### src/rtl/dce_pkg.sv
`timescale 1ns/1ps
package dce_pkg;
    typedef enum logic [1:0] {
        ST_IDLE  = 2'd0,
        ST_FETCH = 2'd1,
        ST_XFER  = 2'd2
    } seq_state_e;

    localparam int ALIGN_BITS = 5;

    localparam logic [1:0] REG_CTRL = 2'd0;
    localparam logic [1:0] REG_STAT = 2'd1;
    localparam logic [1:0] REG_NDA  = 2'd2;

    localparam int CTL_IE_BIT = 0;

    typedef struct packed {
        logic ma;
        logic eot;
        logic eoc;
    } stat_t;
endpackage

### src/rtl/dce_seq.sv
`timescale 1ns/1ps
module dce_seq
    import dce_pkg::*;
#(
    parameter int W    = 32,
    parameter int NSRC = 2
) (
    input  logic                  clk,
    input  logic                  rst_n,
    input  logic                  start_i,
    input  logic                  stop_i,
    input  logic                  nda_wr_i,
    input  logic [W-1:ALIGN_BITS] nda_wdata_i,
    output logic                  busy_o,
    output logic [W-1:0]          nda_o,
    output logic                  mem_req_o,
    output logic [W-1:0]          mem_addr_o,
    input  logic                  mem_ack_i,
    input  logic                  mem_err_i,
    input  logic [W-1:0]          mem_rdata_i,
    output logic                  xfer_valid_o,
    output logic [NSRC*W-1:0]     xfer_src_o,
    output logic [W-1:0]          xfer_dst_o,
    output logic [W-1:0]          xfer_len_o,
    output logic [W-1:0]          xfer_ctrl_o,
    input  logic                  xfer_done_i,
    input  logic                  xfer_err_i,
    output logic                  ev_eoc_o,
    output logic                  ev_eot_o,
    output logic                  ev_ma_o
);
    localparam int NWORDS = NSRC + 4;
    localparam int NFLD   = NWORDS - 1;
    localparam int IDXW   = $clog2(NWORDS);
    localparam int F_DST  = NSRC;
    localparam int F_LEN  = NSRC + 1;
    localparam int F_CTL  = NSRC + 2;
    localparam logic [IDXW-1:0] IDX_LAST = IDXW'(NWORDS - 1);

    typedef struct packed {
        seq_state_e              st;
        logic [W-1:0]            cur;
        logic [W-1:0]            nda;
        logic [IDXW-1:0]         idx;
        logic [NFLD-1:0][W-1:0]  fld;
    } seq_t;

    seq_t q, d;
    logic eoc_c, eot_c, ma_c;

    function automatic logic [W-1:0] align_ptr(input logic [W-1:0] v);
        return {v[W-1:ALIGN_BITS], {ALIGN_BITS{1'b0}}};
    endfunction

    always_comb begin
        d     = q;
        eoc_c = 1'b0;
        eot_c = 1'b0;
        ma_c  = 1'b0;
        unique case (q.st)
            ST_IDLE: begin
                if (nda_wr_i) begin
                    d.nda = {nda_wdata_i, {ALIGN_BITS{1'b0}}};
                end
                if (start_i && (q.nda != '0)) begin
                    d.st  = ST_FETCH;
                    d.cur = q.nda;
                    d.idx = '0;
                end
            end
            ST_FETCH: begin
                if (mem_ack_i) begin
                    if (mem_err_i) begin
                        ma_c = 1'b1;
                        d.st = ST_IDLE;
                    end else begin
                        if (q.idx == '0) begin
                            d.nda = align_ptr(mem_rdata_i);
                        end
                        for (int k = 0; k < NFLD; k++) begin
                            if (q.idx == IDXW'(k + 1)) begin
                                d.fld[k] = mem_rdata_i;
                            end
                        end
                        if (q.idx == IDX_LAST) begin
                            d.st = ST_XFER;
                        end else begin
                            d.idx = q.idx + 1'b1;
                        end
                    end
                end
            end
            ST_XFER: begin
                if (xfer_done_i) begin
                    if (xfer_err_i) begin
                        ma_c = 1'b1;
                        d.st = ST_IDLE;
                    end else begin
                        if (q.fld[F_CTL][CTL_IE_BIT]) begin
                            eoc_c = (q.nda == '0);
                            eot_c = (q.nda != '0);
                        end
                        if (q.nda == '0) begin
                            d.st = ST_IDLE;
                        end else begin
                            d.st  = ST_FETCH;
                            d.cur = q.nda;
                            d.idx = '0;
                        end
                    end
                end
            end
            default: d.st = ST_IDLE;
        endcase
        if (stop_i) begin
            d.st  = ST_IDLE;
            eoc_c = 1'b0;
            eot_c = 1'b0;
            ma_c  = 1'b0;
        end
    end

    always_ff @(posedge clk or negedge rst_n) begin
        if (!rst_n) begin
            q <= '0;
        end else begin
            q <= d;
        end
    end

    assign busy_o       = (q.st != ST_IDLE);
    assign nda_o        = q.nda;
    assign mem_req_o    = (q.st == ST_FETCH);
    assign mem_addr_o   = q.cur + {{(W-IDXW-2){1'b0}}, q.idx, 2'b00};
    assign xfer_valid_o = (q.st == ST_XFER);
    assign xfer_dst_o   = q.fld[F_DST];
    assign xfer_len_o   = q.fld[F_LEN];
    assign xfer_ctrl_o  = q.fld[F_CTL];
    assign ev_eoc_o     = eoc_c;
    assign ev_eot_o     = eot_c;
    assign ev_ma_o      = ma_c;

    for (genvar s = 0; s < NSRC; s++) begin : g_src
        assign xfer_src_o[s*W +: W] = q.fld[s];
    end

    // a stop request empties the engine on the next edge
    a_r10_stop_idle: assert property (@(posedge clk) disable iff (!rst_n)
        stop_i |=> !busy_o);

    // fields stay put until the datapath finishes
    a_r4_hold_fields: assert property (@(posedge clk) disable iff (!rst_n)
        (xfer_valid_o && !xfer_done_i && !stop_i) |=>
            (xfer_valid_o && $stable(xfer_dst_o) && $stable(xfer_ctrl_o)));

    // a faulted read ends all fetching
    a_r7_fetch_abort: assert property (@(posedge clk) disable iff (!rst_n)
        (mem_req_o && mem_ack_i && mem_err_i) |=> (!mem_req_o && !xfer_valid_o));

    // the held chain pointer never has low bits set
    a_r2_ptr_aligned: assert property (@(posedge clk) disable iff (!rst_n)
        nda_o[ALIGN_BITS-1:0] == '0);
endmodule

### src/rtl/dce_status.sv
`timescale 1ns/1ps
module dce_status
    import dce_pkg::*;
(
    input  logic       clk,
    input  logic       rst_n,
    input  logic       busy_i,
    input  logic       ev_eoc_i,
    input  logic       ev_eot_i,
    input  logic       ev_ma_i,
    input  logic       clr_we_i,
    input  logic [2:0] clr_mask_i,
    output logic [3:0] stat_o,
    output logic       irq_o
);
    stat_t q, d;

    always_comb begin
        d = q;
        if (clr_we_i) begin
            d = stat_t'(q & ~clr_mask_i);
        end
        if (ev_eoc_i) d.eoc = 1'b1;
        if (ev_eot_i) d.eot = 1'b1;
        if (ev_ma_i)  d.ma  = 1'b1;
    end

    always_ff @(posedge clk or negedge rst_n) begin
        if (!rst_n) begin
            q <= '0;
        end else begin
            q <= d;
        end
    end

    assign stat_o = {q.ma, q.eot, q.eoc, busy_i};
    assign irq_o  = q.ma | q.eot | q.eoc;

    // a written one clears a bit when no event competes
    a_r8_w1c_eoc: assert property (@(posedge clk) disable iff (!rst_n)
        (clr_we_i && clr_mask_i[0] && !ev_eoc_i) |=> !stat_o[1]);

    // an event wins over a simultaneous clear
    a_r8_event_wins: assert property (@(posedge clk) disable iff (!rst_n)
        ev_ma_i |=> stat_o[3]);

    // the interrupt only rises after an event
    a_r9_irq_cause: assert property (@(posedge clk) disable iff (!rst_n)
        $rose(irq_o) |-> $past(ev_eoc_i | ev_eot_i | ev_ma_i));
endmodule

### src/rtl/dchain_engine.sv
`timescale 1ns/1ps
module dchain_engine
    import dce_pkg::*;
#(
    parameter int W    = 32,
    parameter int NSRC = 2
) (
    input  logic              clk,
    input  logic              rst_n,
    input  logic              reg_we,
    input  logic [1:0]        reg_addr,
    input  logic [W-1:0]      reg_wdata,
    output logic [W-1:0]      reg_rdata,
    output logic              mem_req,
    output logic [W-1:0]      mem_addr,
    input  logic              mem_ack,
    input  logic              mem_err,
    input  logic [W-1:0]      mem_rdata,
    output logic              xfer_valid,
    output logic [NSRC*W-1:0] xfer_src,
    output logic [W-1:0]      xfer_dst,
    output logic [W-1:0]      xfer_len,
    output logic [W-1:0]      xfer_ctrl,
    input  logic              xfer_done,
    input  logic              xfer_err,
    output logic              irq
);
    logic         wr_ctrl, start_c, stop_c, nda_wr_c, clr_we_c;
    logic         busy;
    logic [W-1:0] nda;
    logic [3:0]   stat;
    logic         ev_eoc, ev_eot, ev_ma;
    logic         unused_wbit;

    assign wr_ctrl     = reg_we && (reg_addr == REG_CTRL);
    assign start_c     = wr_ctrl && reg_wdata[0];
    assign stop_c      = wr_ctrl && !reg_wdata[0];
    assign nda_wr_c    = reg_we && (reg_addr == REG_NDA);
    assign clr_we_c    = reg_we && (reg_addr == REG_STAT);
    assign unused_wbit = reg_wdata[4];

    dce_seq #(.W(W), .NSRC(NSRC)) u_seq (
        .clk          (clk),
        .rst_n        (rst_n),
        .start_i      (start_c),
        .stop_i       (stop_c),
        .nda_wr_i     (nda_wr_c),
        .nda_wdata_i  (reg_wdata[W-1:ALIGN_BITS]),
        .busy_o       (busy),
        .nda_o        (nda),
        .mem_req_o    (mem_req),
        .mem_addr_o   (mem_addr),
        .mem_ack_i    (mem_ack),
        .mem_err_i    (mem_err),
        .mem_rdata_i  (mem_rdata),
        .xfer_valid_o (xfer_valid),
        .xfer_src_o   (xfer_src),
        .xfer_dst_o   (xfer_dst),
        .xfer_len_o   (xfer_len),
        .xfer_ctrl_o  (xfer_ctrl),
        .xfer_done_i  (xfer_done),
        .xfer_err_i   (xfer_err),
        .ev_eoc_o     (ev_eoc),
        .ev_eot_o     (ev_eot),
        .ev_ma_o      (ev_ma)
    );

    dce_status u_stat (
        .clk        (clk),
        .rst_n      (rst_n),
        .busy_i     (busy),
        .ev_eoc_i   (ev_eoc),
        .ev_eot_i   (ev_eot),
        .ev_ma_i    (ev_ma),
        .clr_we_i   (clr_we_c),
        .clr_mask_i (reg_wdata[3:1]),
        .stat_o     (stat),
        .irq_o      (irq)
    );

    always_comb begin
        unique case (reg_addr)
            REG_CTRL: reg_rdata = {{(W-1){1'b0}}, busy};
            REG_STAT: reg_rdata = {{(W-4){1'b0}}, stat};
            REG_NDA:  reg_rdata = nda;
            default:  reg_rdata = '0;
        endcase
    end

    // a chain-pointer read never shows low bits
    a_r2_read_aligned: assert property (@(posedge clk) disable iff (!rst_n)
        (reg_addr == REG_NDA) |-> (reg_rdata[ALIGN_BITS-1:0] == '0));

    // descriptor reads are word addressed
    a_r3_word_addr: assert property (@(posedge clk) disable iff (!rst_n)
        mem_req |-> (mem_addr[1:0] == 2'b00));

    // a start with an empty pointer issues no read
    a_r12_empty_start: assert property (@(posedge clk) disable iff (!rst_n)
        (start_c && !busy && (nda == '0)) |=> !mem_req);
endmodule

### config.mk
export PLATFORM = sky130hd
export DESIGN_NAME = dchain_engine
export DESIGN_NICKNAME = d
export VERILOG_FILES = /design/src/rtl/dce_pkg.sv /design/src/rtl/dce_seq.sv /design/src/rtl/dce_status.sv /design/src/rtl/dchain_engine.sv
export SDC_FILE = /design/constraint.sdc
export NUM_CORES = 1
export LEC_CHECK = 0
export ABC_AREA = 1
export BUFFER_PORTS_ARGS = -buffer_cell sky130_fd_sc_hd__buf_2
export CAP_MARGIN = 20
export CORE_MARGIN = 10
export CORE_UTILIZATION = 56
export DETAILED_ROUTE_END_ITERATION = 16
export GPL_TIMING_DRIVEN = 0
export PLACE_DENSITY = 0.85
export REMOVE_ABC_BUFFERS = 1
export SYNTH_ARGS = -nofsm -noshare
export SYNTH_HDL_FRONTEND = slang
export SYNTH_SLANG_ARGS = --single-unit
### constraint.sdc
create_clock -name clk -period 2.75 [get_ports clk]
set_clock_uncertainty 0.15 [all_clocks]
set_input_delay 0.275 -clock clk [delete_from_list [all_inputs] [get_ports clk]]
set_output_delay 0.275 -clock clk [all_outputs]
set_load 0.01 [all_outputs]
==> results.md <==
- Worst hold path class: in2reg
- Achievable Freq: 387 MHz
- Max-slew headroom at the worst pin: 43.6%
- Post-synth top cells: 222 x dfrtp_1, 177 x nor2_1, 167 x buf_4
- RSZ-0062 raised after global routing: no
- Mapped Area: 10400 um^2
- Final ANT Viol Nets: 0
- Starting Density: 57.5%
- Cells along the critical path: inv_1 -> ha_2 -> inv_6 -> nor2_2 -> nand2_4 -> clkinvlp_4 -> nand2_8 -> nand2_1 -> o21ai_0
- Final net count: 1427
- Slew @ Worst Pin: 0.845 ns
- Core box area: 18100 um^2
- Status: finished, final reports clean
- Final Cell Area: 12600 um^2
- Placement Cell Area: 10900 um^2
- Max Slew Vio Count: 0
- Routability cong.: 0.834
- Power Dens Cells: 937 nW/um^2
- Clk_lat worst skew: 0.51 ns
- Clk slew on worst S/H paths: 0.06 ns
- YS warnings: 0
- Crit Path Max Fanout: 32
- Post-synthesis sequential area ratio: 53.3%
- IO Port Bufs: 295
- # DRC: 0
- Mean number of vias per cell: 5.38
- CTS Buffer Depth: 3
- Ports: 300
- Routed vias: 8571
- Final min period: 2.59 ns
- Root buffer cell: clkbuf_16
- Final setup violation count: 0
- Final core occ: 69.2%
- Slowest CP cell: dfrtp_1
- Number of cell rows: 49
- TNS Setup: 0 ns
- Antenna violations before repair: 1
- Tot Pwr: 11.8 mW
- Setup crit end kind: register
- Die area: 24500 um^2
- Hold Fails Final Rpt: 0
- EDFF count, synth: 0
- Max Cap Viol: 0
- Largest net degree at the start of global routing: 122
- CP peak stage delay: 0.38 ns
- CTS tree: done
- Asr flop ratio synth: 100%
- Vias in the first global route: 8760
- Mapped Cells: 1166
- Layout cells sized above 1: 26.9%
- Die Wd: 156 um
- Met1 Use GR: 28.3%
- GR peak layer: met2
- First-pass GRT wire length: 48.2 mm
- Area leader, netlist: dfrtp_1
- TritonCTS Buffers: 24
- Post-DP HPWL: 20.2 mm
- Leading post-synthesis cells by cell area: dfrtp_1 53%, buf_4 12%, nor2_1 6.4%
- WP data required: 3.00 ns
- WL final: 31.6 mm
- Die Y: 156 um
- GR Overflow Total: 0
- GR Util met3: 6.22%
- Critical Path Start Type: register
- Fillers: 1359
- DRT iter0 DRCs: 604
- Crit path kind: reg2reg
- Synth-to-Final Area Change: 20.4%
- Drt pass-1 iters: 6
- Mean routed wirelength per cell: 19.8 um
- Gr usage total: 24.4%
- Peak supply drop: 544 uV
- CP arrival: 2.84 ns
- Most frequent cell after synthesis: dfrtp_1
- H-tree depth: 1
- Met2 Track Usage GR: 41.4%
- Netlist cell types: 32
- Main flop type after synthesis: dfrtp_1
- Yosys reg bits: 222
- Fraction of the cycle the final worst path needs: 94.1%
- Share of the synthesized area in the top cell type: 53.3%
- Pleak: 6.62 nW
- # clock sinks: 222
- Avg Cell Area, Syn: 8.94 um^2
## metal layers
layer | vias up | share of wire, %
li1 | 3918 | -
met1 | 4128 | 37
met2 | 424 | 50
met3 | 101 | 8.3
met4 | 0 | 5.0
met5 | - | 0
## flip-flops by register name, summed over array words and instances, names as in the netlist
signal,cells
u_seq.xfer_src_o,64
u_seq.q,32
u_seq.xfer_ctrl_o,32
u_seq.xfer_dst_o,32
u_seq.xfer_len_o,32
u_seq.nda_o,27
u_stat.stat_o,3
## area by class of cell
type	count	area [um^2]	area share [%]
Inverter	84	329	2.62
Clock inverter	16	244	1.94
Sequential cell	222	5560	44.3
Timing Repair Buffer	373	2360	18.8
Antenna cell	2	5.00	0.0399
Clock buffer	28	646	5.14
Multi-Input combinational cell	639	3130	24.9
Tap cell	229	287	2.28
## power breakdown
group,switching (mW),internal (mW)
clock,1.33,2.25
sequential,0.430,4.05
combinational,2.40,1.30
total,4.17,7.60
## logic make-up after synthesis
logic type | Yosys count | synth area share [%]
simple gates | 355 | 13.9
buf+inv | 310 | 17.6
compound gates | 255 | 13.0
flops | 222 | 53.3
xor+xnor | 13 | 1.09
fa+ha+maj | 10 | 1.20
other cells | 1 | 0.0360
## cells in the final DEF, fill, tap and decap left out, types with 5 or more instances in the layout
cell / instances
dfrtp_1: 222
clkbuf_16: 24
o21ai_0: 94
inv_1: 81
nand4_1: 5
nand2_1: 143
clkinv_2: 8
xor2_1: 7
a21oi_1: 127
nand3_1: 11
dlygate4sd3_1: 71
nor2_1: 177
a211oi_1: 27
xnor2_1: 6
ha_1: 9
buf_2: 294
bufinv_16: 6
nor2_4: 6
## repair_timing
item                       CTS  global route
setup endpoints to repair  117           117
pin swaps                    1             1
cloned                       1             1
hold buffers                71             0
setup buffers                1             0
gates resized for setup      7             7
hold endpoints to repair   266             0
## final timing paths
check | to | depth (start not counted) | startpoint | slack (ns)
worst min-delay path | u_seq.q[228] | 5 | reg_wdata[0] | 0.1
min in group asynchronous | u_seq.xfer_src_o[43] | 2 | rst_n | 0.24
worst max register to register | u_seq.xfer_dst_o[5] | 9 | u_seq.q[228] | 0.16
worst max-delay path | u_seq.xfer_dst_o[5] | 9 | u_seq.q[228] | 0.16
worst min register to register | u_seq.xfer_dst_o[3] | 2 | u_seq.xfer_dst_o[3] | 0.33
max in group asynchronous | u_seq.xfer_src_o[51] | 3 | rst_n | 1.16
## critical path, delay by kind of cell, from the launching register on
| family | cells | cell delay [ns] |
|---|---|---|
| simple gates | 4 | 0.84 |
| compound gates | 1 | 0.13 |
| fa+ha+maj | 1 | 0.25 |
| buf+inv | 3 | 0.71 |
| flops | 1 | 0.38 |
## through the flow
stage                     hold WS [ns]  setup WS [ns]  std cells
final                           0.0967          0.163       1593
after global routing             0.145         0.0274       1592
after detailed placement         0.220         -0.874       1473
after CTS                       0.0808        0.00128       1590
after floorplan                 -0.171         -0.161        943
after global placement           0.311          -2.51       1467
Note: power is estimated with default switching activity, not from simulation.
